File: src/rtl/sercfg_pkg.sv
package sercfg_pkg;

  localparam int BYTE_W      = 8;
  localparam int SAT_W       = 5;
  localparam int SNR_W       = 3;
  localparam int PHASE_BYTES = 2;
  localparam int PHASE_W     = PHASE_BYTES * BYTE_W;

  // register addresses (decoded by the sequencer/regfile pair)
  localparam logic [BYTE_W-1:0] ADR_CTRL  = 8'h00;
  localparam logic [BYTE_W-1:0] ADR_SAT   = 8'h02;
  localparam logic [BYTE_W-1:0] ADR_DOP   = 8'h03;
  localparam logic [BYTE_W-1:0] ADR_PH_LO = 8'h04;
  localparam logic [BYTE_W-1:0] ADR_SNR   = 8'h06;

  // control byte bit positions
  localparam int BIT_EN    = 0;
  localparam int BIT_NOISE = 4;
  localparam int BIT_SIG   = 6;

  typedef enum logic [2:0] {
    RX_IDLE,
    RX_START,
    RX_DATA,
    RX_STOP,
    RX_WAIT_HIGH
  } rx_state_t;

  typedef enum logic {
    SQ_ADDR,
    SQ_DATA
  } seq_state_t;

  typedef struct packed {
    logic               core_en;
    logic               noise_off;
    logic               signal_off;
    logic [SAT_W-1:0]   sat_id;
    logic [BYTE_W-1:0]  doppler;
    logic [PHASE_W-1:0] phase;
    logic [SNR_W-1:0]   snr;
  } cfg_t;

  // true when the address selects a physical register
  function automatic logic addr_mapped(input logic [BYTE_W-1:0] a);
    return (a == ADR_CTRL) || (a == ADR_SAT) || (a == ADR_DOP) ||
           (a >= ADR_PH_LO && a < ADR_PH_LO + BYTE_W'(PHASE_BYTES)) ||
           (a == ADR_SNR);
  endfunction

  // the three retained control bits, packed en/noise/sig
  function automatic logic [2:0] ctrl_pick(input logic [BYTE_W-1:0] d);
    return {d[BIT_EN], d[BIT_NOISE], d[BIT_SIG]};
  endfunction

endpackage

File: src/rtl/sercfg_uart_rx.sv
module sercfg_uart_rx
  import sercfg_pkg::*;
#(
  parameter int CLKS_PER_BIT = 142,
  parameter int SYNC_STAGES  = 2
) (
  input  logic              clk,
  input  logic              rst_n,
  input  logic              rx_in,
  output logic              byte_valid,
  output logic [BYTE_W-1:0] byte_data,
  output logic              frame_err
);

  localparam int CNT_W = (CLKS_PER_BIT > 2) ? $clog2(CLKS_PER_BIT) : 1;
  localparam int HALF  = CLKS_PER_BIT / 2;
  localparam logic [CNT_W-1:0] CNT_FULL = CNT_W'(CLKS_PER_BIT - 1);
  localparam logic [CNT_W-1:0] CNT_HALF = CNT_W'(HALF - 1);
  localparam int IDX_W = $clog2(BYTE_W);

  logic [SYNC_STAGES-1:0] sync_q;
  logic                   rx_s;
  rx_state_t              state_q;
  logic [CNT_W-1:0]       cnt_q;
  logic [IDX_W-1:0]       idx_q;
  logic [BYTE_W-1:0]      shift_q;
  logic                   valid_q;
  logic                   err_q;

  // metastability synchroniser, reset to idle level
  always_ff @(posedge clk or negedge rst_n) begin
    if (!rst_n) sync_q <= '1;
    else        sync_q <= {sync_q[SYNC_STAGES-2:0], rx_in};
  end
  assign rx_s = sync_q[SYNC_STAGES-1];

  logic tick_full;
  logic tick_half;
  assign tick_full = (cnt_q == CNT_FULL);
  assign tick_half = (cnt_q == CNT_HALF);

  always_ff @(posedge clk or negedge rst_n) begin
    if (!rst_n) begin
      state_q <= RX_IDLE;
      cnt_q   <= '0;
      idx_q   <= '0;
      shift_q <= '0;
      valid_q <= 1'b0;
      err_q   <= 1'b0;
    end else begin
      valid_q <= 1'b0;
      err_q   <= 1'b0;
      unique case (state_q)
        RX_IDLE: begin
          cnt_q <= '0;
          if (!rx_s) state_q <= RX_START;
        end
        RX_START: begin
          if (tick_half) begin
            cnt_q <= '0;
            idx_q <= '0;
            state_q <= rx_s ? RX_IDLE : RX_DATA;
          end else begin
            cnt_q <= cnt_q + 1'b1;
          end
        end
        RX_DATA: begin
          if (tick_full) begin
            cnt_q   <= '0;
            shift_q <= {rx_s, shift_q[BYTE_W-1:1]};
            idx_q   <= idx_q + 1'b1;
            if (idx_q == IDX_W'(BYTE_W - 1)) state_q <= RX_STOP;
          end else begin
            cnt_q <= cnt_q + 1'b1;
          end
        end
        RX_STOP: begin
          if (tick_full) begin
            cnt_q <= '0;
            if (rx_s) begin
              valid_q <= 1'b1;
              state_q <= RX_IDLE;
            end else begin
              err_q   <= 1'b1;
              state_q <= RX_WAIT_HIGH;
            end
          end else begin
            cnt_q <= cnt_q + 1'b1;
          end
        end
        RX_WAIT_HIGH: begin
          cnt_q <= '0;
          if (rx_s) state_q <= RX_IDLE;
        end
        default: state_q <= RX_IDLE;
      endcase
    end
  end

  assign byte_valid = valid_q;
  assign byte_data  = shift_q;
  assign frame_err  = err_q;

endmodule

File: src/rtl/sercfg_sequencer.sv
module sercfg_sequencer
  import sercfg_pkg::*;
(
  input  logic              clk,
  input  logic              rst_n,
  input  logic              byte_valid,
  input  logic [BYTE_W-1:0] byte_data,
  input  logic              frame_err,
  output logic              wr_stb,
  output logic [BYTE_W-1:0] wr_addr,
  output logic [BYTE_W-1:0] wr_data,
  output logic              in_data_phase
);

  seq_state_t        state_q;
  logic [BYTE_W-1:0] addr_q;

  always_ff @(posedge clk or negedge rst_n) begin
    if (!rst_n) begin
      state_q <= SQ_ADDR;
      addr_q  <= '0;
    end else if (frame_err) begin
      state_q <= SQ_ADDR;
    end else if (byte_valid) begin
      if (state_q == SQ_ADDR) begin
        addr_q  <= byte_data;
        state_q <= SQ_DATA;
      end else begin
        state_q <= SQ_ADDR;
      end
    end
  end

  assign in_data_phase = (state_q == SQ_DATA);
  assign wr_stb        = byte_valid && in_data_phase;
  assign wr_addr       = addr_q;
  assign wr_data       = byte_data;

endmodule

File: src/rtl/sercfg_regfile.sv
module sercfg_regfile
  import sercfg_pkg::*;
(
  input  logic              clk,
  input  logic              rst_n,
  input  logic              wr_stb,
  input  logic [BYTE_W-1:0] wr_addr,
  input  logic [BYTE_W-1:0] wr_data,
  output cfg_t              cfg
);

  logic [2:0]         ctrl_q;
  logic [SAT_W-1:0]   sat_q;
  logic [BYTE_W-1:0]  dop_q;
  logic [SNR_W-1:0]   snr_q;
  logic [PHASE_W-1:0] phase_w;

  logic hit_ctrl, hit_sat, hit_dop, hit_snr;
  assign hit_ctrl = wr_stb && (wr_addr == ADR_CTRL);
  assign hit_sat  = wr_stb && (wr_addr == ADR_SAT);
  assign hit_dop  = wr_stb && (wr_addr == ADR_DOP);
  assign hit_snr  = wr_stb && (wr_addr == ADR_SNR);

  always_ff @(posedge clk or negedge rst_n) begin
    if (!rst_n) begin
      ctrl_q <= '0;
      sat_q  <= '0;
      dop_q  <= '0;
      snr_q  <= '0;
    end else begin
      if (hit_ctrl) ctrl_q <= ctrl_pick(wr_data);
      if (hit_sat)  sat_q  <= wr_data[SAT_W-1:0];
      if (hit_dop)  dop_q  <= wr_data;
      if (hit_snr)  snr_q  <= wr_data[SNR_W-1:0];
    end
  end

  // one byte lane per phase byte, consecutive addresses from ADR_PH_LO
  for (genvar i = 0; i < PHASE_BYTES; i++) begin : g_phase
    logic lane_hit;
    logic [BYTE_W-1:0] lane_q;
    assign lane_hit = wr_stb && (wr_addr == ADR_PH_LO + BYTE_W'(i));
    always_ff @(posedge clk or negedge rst_n) begin
      if (!rst_n)        lane_q <= '0;
      else if (lane_hit) lane_q <= wr_data;
    end
    assign phase_w[i*BYTE_W +: BYTE_W] = lane_q;
  end

  assign cfg.core_en    = ctrl_q[2];
  assign cfg.noise_off  = ctrl_q[1];
  assign cfg.signal_off = ctrl_q[0];
  assign cfg.sat_id     = sat_q;
  assign cfg.doppler    = dop_q;
  assign cfg.phase      = phase_w;
  assign cfg.snr        = snr_q;

endmodule

File: src/rtl/serial_cfg_bank.sv
module serial_cfg_bank
  import sercfg_pkg::*;
#(
  parameter int CLKS_PER_BIT = 142,
  parameter int SYNC_STAGES  = 2
) (
  input  logic         clk,
  input  logic         rst_n,
  input  logic         rx_in,
  output logic         core_en,
  output logic         noise_off,
  output logic         signal_off,
  output logic [4:0]   sat_id,
  output logic [7:0]   doppler,
  output logic [15:0]  code_phase,
  output logic [2:0]   snr_shift
);

  // named internal events, observed by the bound checker
  logic              byte_valid;
  logic [BYTE_W-1:0] byte_data;
  logic              frame_err;
  logic              wr_stb;
  logic [BYTE_W-1:0] wr_addr;
  logic [BYTE_W-1:0] wr_data;
  logic              seq_in_data;
  cfg_t              cfg;

  sercfg_uart_rx #(
    .CLKS_PER_BIT (CLKS_PER_BIT),
    .SYNC_STAGES  (SYNC_STAGES)
  ) u_rx (
    .clk        (clk),
    .rst_n      (rst_n),
    .rx_in      (rx_in),
    .byte_valid (byte_valid),
    .byte_data  (byte_data),
    .frame_err  (frame_err)
  );

  sercfg_sequencer u_seq (
    .clk           (clk),
    .rst_n         (rst_n),
    .byte_valid    (byte_valid),
    .byte_data     (byte_data),
    .frame_err     (frame_err),
    .wr_stb        (wr_stb),
    .wr_addr       (wr_addr),
    .wr_data       (wr_data),
    .in_data_phase (seq_in_data)
  );

  sercfg_regfile u_regs (
    .clk     (clk),
    .rst_n   (rst_n),
    .wr_stb  (wr_stb),
    .wr_addr (wr_addr),
    .wr_data (wr_data),
    .cfg     (cfg)
  );

  assign core_en    = cfg.core_en;
  assign noise_off  = cfg.noise_off;
  assign signal_off = cfg.signal_off;
  assign sat_id     = cfg.sat_id;
  assign doppler    = cfg.doppler;
  assign code_phase = cfg.phase;
  assign snr_shift  = cfg.snr;

endmodule

File: config.mk
export PLATFORM = sky130hd
export DESIGN_NAME = serial_cfg_bank
export DESIGN_NICKNAME = d
export VERILOG_FILES = /design/src/rtl/sercfg_pkg.sv /design/src/rtl/sercfg_uart_rx.sv /design/src/rtl/sercfg_sequencer.sv /design/src/rtl/sercfg_regfile.sv /design/src/rtl/serial_cfg_bank.sv
export SDC_FILE = /design/constraint.sdc
export NUM_CORES = 1
export LEC_CHECK = 0
export CORE_UTILIZATION = 62
export DETAILED_ROUTE_END_ITERATION = 12
export DONT_BUFFER_PORTS = 1
export GPL_TIMING_DRIVEN = 0
export PLACE_DENSITY = 0.89
export SYNTH_ARGS = -nofsm -noshare
export SYNTH_HDL_FRONTEND = slang
export SYNTH_SLANG_ARGS = --single-unit
File: constraint.sdc
create_clock -name clk -period 3.1 [get_ports clk]
set_input_delay 0.62 -clock clk [delete_from_list [all_inputs] [get_ports clk]]
set_output_delay 0.62 -clock clk [all_outputs]
set_load 0.1 [all_outputs]
==> run summary, run 1 <==
Counting both buffers and inverters, the worst setup path holds a total of 2. The path class of the tightest hold or removal check is input port to asynchronous set/reset pin. Counting flops and latches in the post-synthesis netlist gives 70. STA puts the critical path data arrival time at 2.76 ns. The count of nets left with antenna violations after detail routing is 0. The first-pass detailed-route iteration total is 9. The detailed router placed 1822 vias in this run. The tree is rooted in a clkbuf_8. The number of buffers on the longest clock path came out at 2. The maximum fanout encountered on the critical timing path came out at 10.

The finished layout cell area came out at 3270 um2. The clock tree synthesis step divided the H-tree into 3 levels. The total detailed-routing wirelength came out at 5590 um.

The fraction of layout cells with a size suffix above 1 is 31.8%. The number of warnings reported in the yosys synthesis log came out at 0. The placed instances occupy a cell area of 3050 um2. The number of endpoints failing setup at the final stage is 0.

The antenna cell count is 0. The global placer's final weighted congestion came out at 0.807. In this run the horizontal extent of the chip is 71.3 um.

The number of distinct library cell variants in the gate-level netlist after synthesis is 35. In the routed layout, each cell is associated on average with a via count of 6.20. The net count reported at finish came out at 245. The checks that failed: design-rule violations. For this design the static power due to leakage is 1.56 nW. Traced cell by cell, the critical path runs through clkbuf_1 -> nand2b_1 -> nor4_1 -> buf_2 -> mux2_2. The layout has 268 filler cells.

The worst setup path is captured at a flip-flop. The area growth from synthesis to layout is 9.70%. The die covers 5090 um2. The DRC violations left came out at 2. Max-cap violations in this run came to 0.

The mean area per synthesized cell came out at 13.2 um2. In this run the critical register-to-register path is launched from u_rx.state_q[1]$_DFFE_PN0P_. The setup slack of the most critical reg-to-reg path came out at 0.57 ns. The critical path crosses 5 cells after its start point. The count of buffers added on input and output ports is 0. Once the floorplan was initialized, standard cells occupied 66.6% of the core. The number of pins exceeding their max-slew limit in the final report came out at 0. The largest stage delay on the critical path came out at 0.85 ns. The worst register-to-register path has a depth of 5. The final clock skew is 0.00680 ns. The initial DRC count is 146. The floorplan core area came out at 4470 um2. In this run the worst setup path begins at u_rx.state_q[1]$_DFFE_PN0P_. The post-detailed-placement half-perimeter wirelength came out at 3520 um. The die is 71.3 um tall. Data on the critical path is required at its endpoint by 3.33 ns.

The boundary pin count is 38. The initialized floorplan defines 24 standard-cell rows. The number of global-route vias before repair came out at 1922. The hold violation count in the final report came out at 0. The maximum vdd drop came out at 333 uV.

The worst-skew pair later-pin latency came out at 0.35 ns. The critical path is of the flip-flop to flip-flop type. Setup repair after global routing left no endpoint under its margin.

The quantity of hold-fixing buffers added after cts came out at 1. The pin count of the biggest net entering global routing is 69. After clock tree synthesis, the clock-pin slew on the worst setup and hold paths is 0.07 ns. TritonCTS built the clock tree.

The startpoint type of the worst setup path is a flip-flop. In the final routed layout, each cell accounts on average for 19.0 um. The flow ran to the end, but the final reports show violations. The ratio of final minimum period to clock period is 81.5%.

The total congestion overflow after global routing came out at 0. Subtracting the final worst setup slack from the clock period gives 2.53 ns. In this run the tightest slew margin relative to its limit is 21.6%. The largest individual stage delay along the critical path comes from the cell nor4_1. Grouping stages by cell kind, the critical path spends the most delay in simple AND/OR/NAND/NOR gates. The aggregate negative setup slack came out at 0 ns. The number of antenna violations at the first check in global routing is 0. The total track usage came out at 24.4%.

The number of sinks on the clock net is 70. At the pin with the least slew margin, the transition time is 1.17 ns. The synthesized netlist cell count came out at 225. The part of the Yosys area used for sequential elements came out at 58.9%. The number of resized instances in the post-cts repair step came out at 0. The number of nets produced by synthesis came out at 233. The number of buffers created by CTS came out at 9.

Static timing analysis puts the maximum clock frequency at 0.396 GHz. Power spread over the standard cell area amounts to 509 nW/um2. The global-route wire length before repair is 9230 um. The total setup buffers inserted after CTS is 0.

The cell area after technology mapping came out at 2980 um2.
-- where the power goes --
| part | internal, W | total, W | switching, W | leakage (nW) |
|---|---|---|---|---|
| Clock | 0.000374 | 0.000726 | 0.000352 | 0.0960 |
| Sequential | 0.000915 | 0.000916 | 0.00000151 | 0.957 |
| Combinational | 0.00000409 | 0.0000206 | 0.0000165 | 0.509 |
| Total | 0.00129 | 0.00166 | 0.000370 | 1.56 |
-- kinds of logic (layout without fill, tap and decap cells) --
logic type | count (synthesis) | count (layout) | synth area share, %
mux | 54 | 54 | 20.3
fa+ha+maj | 5 | 5 | 2.10
buf+inv | 11 | 28 | 1.43
compound gates | 26 | 26 | 5.67
xor+xnor | 1 | 1 | 0.294
simple gates | 58 | 58 | 11.3
flops | 70 | 70 | 58.9
-- Yosys cell counts --
library cell  instances  area share (%)
o21ba_2               1            0.34
nand4bb_1             1            0.38
o21ai_0               9             1.5
nand2_1              19             2.4
a21oi_1               3            0.50
nand3_1               3            0.50
nor4b_1               1            0.29
or4_1                 2            0.50
nor3b_1               3            0.76
nand4b_1              2            0.59
buf_2                 1            0.17
o211ai_1              4             1.0
nor3_1                5            0.84
nor3b_4               2             1.3
mux2i_1               2            0.67
or4_4                 2            0.76
dfrtp_1              68              57
a31oi_1               1            0.21
nor2b_1               2            0.42
nand3b_1              1            0.25
inv_1                 6            0.76
dfstp_2               2             1.8
nor4_1                3            0.63
nand2b_1              1            0.21
o41a_1                1            0.38
nor2_1               10             1.3
o21a_1                1            0.25
clkbuf_1              4            0.50
mux2_2               52              20
o22ai_1               1            0.21
o31ai_1               4             1.0
ha_1                  5             2.1
and4_1                1            0.29
xnor2_1               1            0.29
o21bai_1              1            0.25
-- per-stage QoR --
stage	utilization [%]	setup WS (ns)	total power, W	hold WS [ns]	std cells
floorplan	-	0.831	0.000935	0.324	225
global placement	68.1	0.650	0.000935	0.328	277
detailed placement	68.1	0.561	0.000935	0.328	277
CTS	73.1	0.555	0.00168	0.101	294
global route	73.1	0.415	0.00171	0.0997	294
finish	73.1	0.572	0.00166	0.114	294
-- metal layers --
metal | global-route usage (%) | vias up | share of wire (%)
met3 | 5.20 | 12 | 5.0
li1 | - | 844 | -
met2 | 38.2 | 51 | 49
met5 | 0 | - | 0
met1 | 32.6 | 915 | 44
met4 | 12.7 | 0 | 2.0
-- path summary, 6_finish.rpt --
check / end
min in group clk: u_rx.sync_q[0]$_DFF_PN1_
setup reg to reg: u_rx.byte_data[6]$_DFFE_PN0P_
setup / recovery: u_rx.byte_data[6]$_DFFE_PN0P_
hold reg to reg: u_rx.sync_q[1]$_DFF_PN1_
max in group asynchronous: u_regs.g_phase[1].lane_q[2]$_DFFE_PN0P_
hold / removal: u_rx.sync_q[0]$_DFF_PN1_
-- worst reg2reg max path: stages, from the launching register on --
cell	delay, ns
dfrtp_1	0.33
clkbuf_1	0.33
nand2b_1	0.17
nor4_1	0.85
buf_2	0.37
mux2_2	0.36
-- flip-flops by register name, indices dropped and copies added (netlist names), 5 cells and up --
signal / count
u_seq.wr_addr: 8
u_regs.g_phase.lane_q: 16
u_rx.cnt_q: 8
u_rx.byte_data: 8
u_regs.dop_q: 8
u_regs.sat_q: 5
-- final cells by class --
| type | count | area [um2] | area share, % |
|---|---|---|---|
| clock inverters | 7 | 72.6 | 2.22 |
| flip-flops and latches | 70 | 1750 | 53.7 |
| plain buffers | 5 | 20.0 | 0.612 |
| clock buffers | 9 | 124 | 3.79 |
| well taps | 52 | 65.1 | 1.99 |
| repair buffers | 1 | 27.5 | 0.842 |
| inverters | 6 | 22.5 | 0.689 |
| multi-input cells | 144 | 1180 | 36.2 |
-- cell usage in the layout (no fill, tap or decap), types with 2 or more instances in the layout --
cell type,n
o211ai_1,4
a21oi_1,3
ha_1,5
mux2_2,52
nand2_1,19
nand4b_1,2
clkinv_2,2
o21ai_0,9
mux2i_1,2
clkbuf_8,9
nor2b_1,2
nor3b_1,3
dfstp_2,2
nor3_1,5
dfrtp_1,68
clkinvlp_4,2
inv_1,6
or4_4,2
nand3_1,3
nor2_1,10
clkbuf_1,4
nor4_1,3
or4_1,2
inv_6,2
nor3b_4,2
o31ai_1,4
No activity file was read; power rests on OpenSTA's default activity.
==> inputs of run 2 (changes only) <==
==> constraint.sdc (replaced) <==
create_clock -name clk -period 2.55 [get_ports clk]
set_input_delay 0.51 -clock clk [delete_from_list [all_inputs] [get_ports clk]]
set_output_delay 0.51 -clock clk [all_outputs]
set_load 0.1 [all_outputs]
==> run 2 against run 1 <==
The flow still finishes with violations (design-rule violations). Power up 22%. Combinational power up 31%. Sequential share of layout area down 0.51 points. Critical path depth down 1. Final cell count up 1.0%. Maximum frequency up 1.4%. Utilization up 0.70 points. Die area unchanged.
==> run summary, run 2 (same netlist as run 1, synthesis figures left out) <==
In this run, the number of DRC markers left after iteration 0 of detailed routing was 135. The H-tree generated during clock tree synthesis spans 3 levels. The detail-routed net length per standard cell is 18.9 um.

In this run the standard cell core region covers 4470 um2. The number of global-route vias before repair came to 1925. The final clock skew is 0.00692 ns. The post-route core utilization came out at 73.8%. The worst setup path is launched from a flip-flop. The largest stage delay on the critical path came out at 0.55 ns. The total chip power came out at 0.00203 W. Setup repair after global routing left no endpoint under its margin.

After detailed routing, the number of vias per cell comes to 6.28. The final standard cell count with taps included and fillers excluded is 297. The register with the most flip-flops in the final layout is u_regs.g_phase.lane_q. After layout, the worst path uses 97.8% of the clock period. The worst path arrival time is 2.73 ns. The worst setup path is of the flip-flop to flip-flop kind. The net count of the finished layout is 248. The leakage dissipation came out at 1.58 nW. The pin count of the biggest net entering global routing is 69. The maximum fanout encountered on the critical timing path is 4. The worst path required time is 2.78 ns. The total instance count after detailed placement came out at 277.

The placed instance area came out at 3050 um2. The pin slew with the least headroom to its limit is 1.19 ns. Grouping stages by cell kind, the critical path spends the most delay in simple AND/OR/NAND/NOR gates. Subtracting the final worst setup slack from the clock period gives 2.49 ns. The max-cap check violation count is 0. The boundary pin count came out at 38. Setup violations remaining at the end of the flow were counted as 0. Counting stages on the worst path, the most repeated cell is or4_4. The highest clock frequency the design can meet is 0.401 GHz. The library cell used as clock root buffer is clkbuf_8. The global-route wire length before repair came out at 9250 um.

The post-detailed-placement half-perimeter wirelength is 3520 um. STA classifies the critical path endpoint as a flip-flop. The total detailed-routing wirelength came out at 5620 um. The hold violation count in the final report is 0. The number of buffers created by CTS came out at 9. The floorplan row count came out at 24. The detailed-route via count came out at 1866. Buffers placed on the I/O ports in this run total 0. The aggregate negative setup slack is 0 ns.

For the worst-skew pair, the clock arrives at the later sink with an insertion delay of 0.35 ns. The worst hold path belongs to the class input port to asynchronous set/reset pin. For this run, the total global-route usage over all layers was measured as 24.5%. The flow ran to the end, but the final reports show violations. The antenna cell count is 0. After routing the design area is 3300 um2. The most common cell after layout, fill and taps aside is dfrtp_1.

The congestion estimate from routability-driven global placement came to 0.807. Global routing finished with a remaining overflow of 0. The number of pins exceeding their max-slew limit in the final report came to 0. The horizontal extent of the die came out at 71.3 um. The starting density of the core came out at 66.6%. The DRC violations left came out at 2. The remaining max-slew budget at the tightest pin is 20.7%. The power per cell area came out at 614 nW/um2. The critical path goes through or4_4 -> or4_4 -> nor3_1 -> mux2_2. Once detail routing completed, the nets flagged for antenna violations numbered 0.

The checks that failed: design-rule violations. The height of the die came out at 71.3 um. In the layout the commonest cells are dfrtp_1 (68), mux2_2 (52), nand2_1 (19). The first-pass detailed-route iteration total is 8. The number of antenna violations at the first check in global routing came out at 0. The buffers plus inverters on the worst setup path is 0. For this design, the slowest cell found on the critical path is or4_4. The die area came out at 5090 um2.

The number of sinks on the clock net came out at 70. Relative to the synthesized area, the layout overhead comes to 10.7%. The number of flip-flops in the largest register came out at 16. The clock passes through at most 2 buffers. The fraction of layout cells with a size suffix above 1 is 32.7%.

TritonCTS built the clock tree. After clock tree synthesis, the clock-pin slew on the worst setup and hold paths is 0.08 ns. The maximum vdd drop is 405 uV.
[run 2: cell types whose count changed in the layout (fill, tap and decap cells not counted), sizes merged]
cell and change:
dlygate4sd3 +1, buf +2
[run 2: metal layers]
layer / vias up / GRT usage (%) / routed length (um)
met3: 14 / 5.34 / 251
met4: 0 / 12.7 / 136
met2: 55 / 38.2 / 2780
li1: 849 / - / -
met5: - / 0 / 0
met1: 948 / 32.7 / 2450
[run 2: path summary, 6_finish.rpt]
path	startpoint	end	slack, ns	cells after the start
min	rst_n	u_rx.idx_q[0]$_DFFE_PN0P_	0.04	1
max	u_seq.wr_addr[5]$_DFFE_PN0P_	u_regs.ctrl_q[1]$_DFFE_PN0P_	0.06	4
min reg2reg	u_rx.sync_q[0]$_DFF_PN1_	u_rx.sync_q[1]$_DFF_PN1_	0.36	0
min in group clk	rx_in	u_rx.sync_q[0]$_DFF_PN1_	0.16	0
max reg2reg	u_seq.wr_addr[5]$_DFFE_PN0P_	u_regs.ctrl_q[1]$_DFFE_PN0P_	0.06	4
max in group asynchronous	rst_n	u_rx.sync_q[1]$_DFF_PN1_	1.88	1
[run 2: where the power goes]
part           internal (W)  switching (W)
logic            0.00000603      0.0000210
clock network      0.000454       0.000432
registers           0.00111     0.00000188
[run 2: repair_timing]
action,in CTS,in global routing
hold buffers,2,0
setup buffers,0,2
endpoints found under the hold margin,68,0
gates resized for setup,0,1
setup endpoints to repair,0,14
[run 2: layout make-up]
cell class	count	area [um2]
buffer	5	20.0
clock buffer	9	124
clock inverter	7	72.6
fill	264	1170
inverter	6	22.5
multi-input combinational	144	1190
sequential	70	1750
tap	52	65.1
timing repair buffer	4	52.6
[run 2: worst reg2reg max path, stage by stage, from the launching register on]
cell	delay, ns
dfrtp_1	0.39
or4_4	0.55
or4_4	0.55
nor3_1	0.49
mux2_2	0.41
[run 2: stage by stage]
step / worst slack (ns) / hold slack (ns)
floorplan: 0.281 / 0.214
global placement: 0.0996 / 0.218
detailed placement: 0.0109 / 0.218
CTS: 0.00461 / 0.0413
global route: 0.000416 / 0.0595
finish: 0.0563 / 0.0419
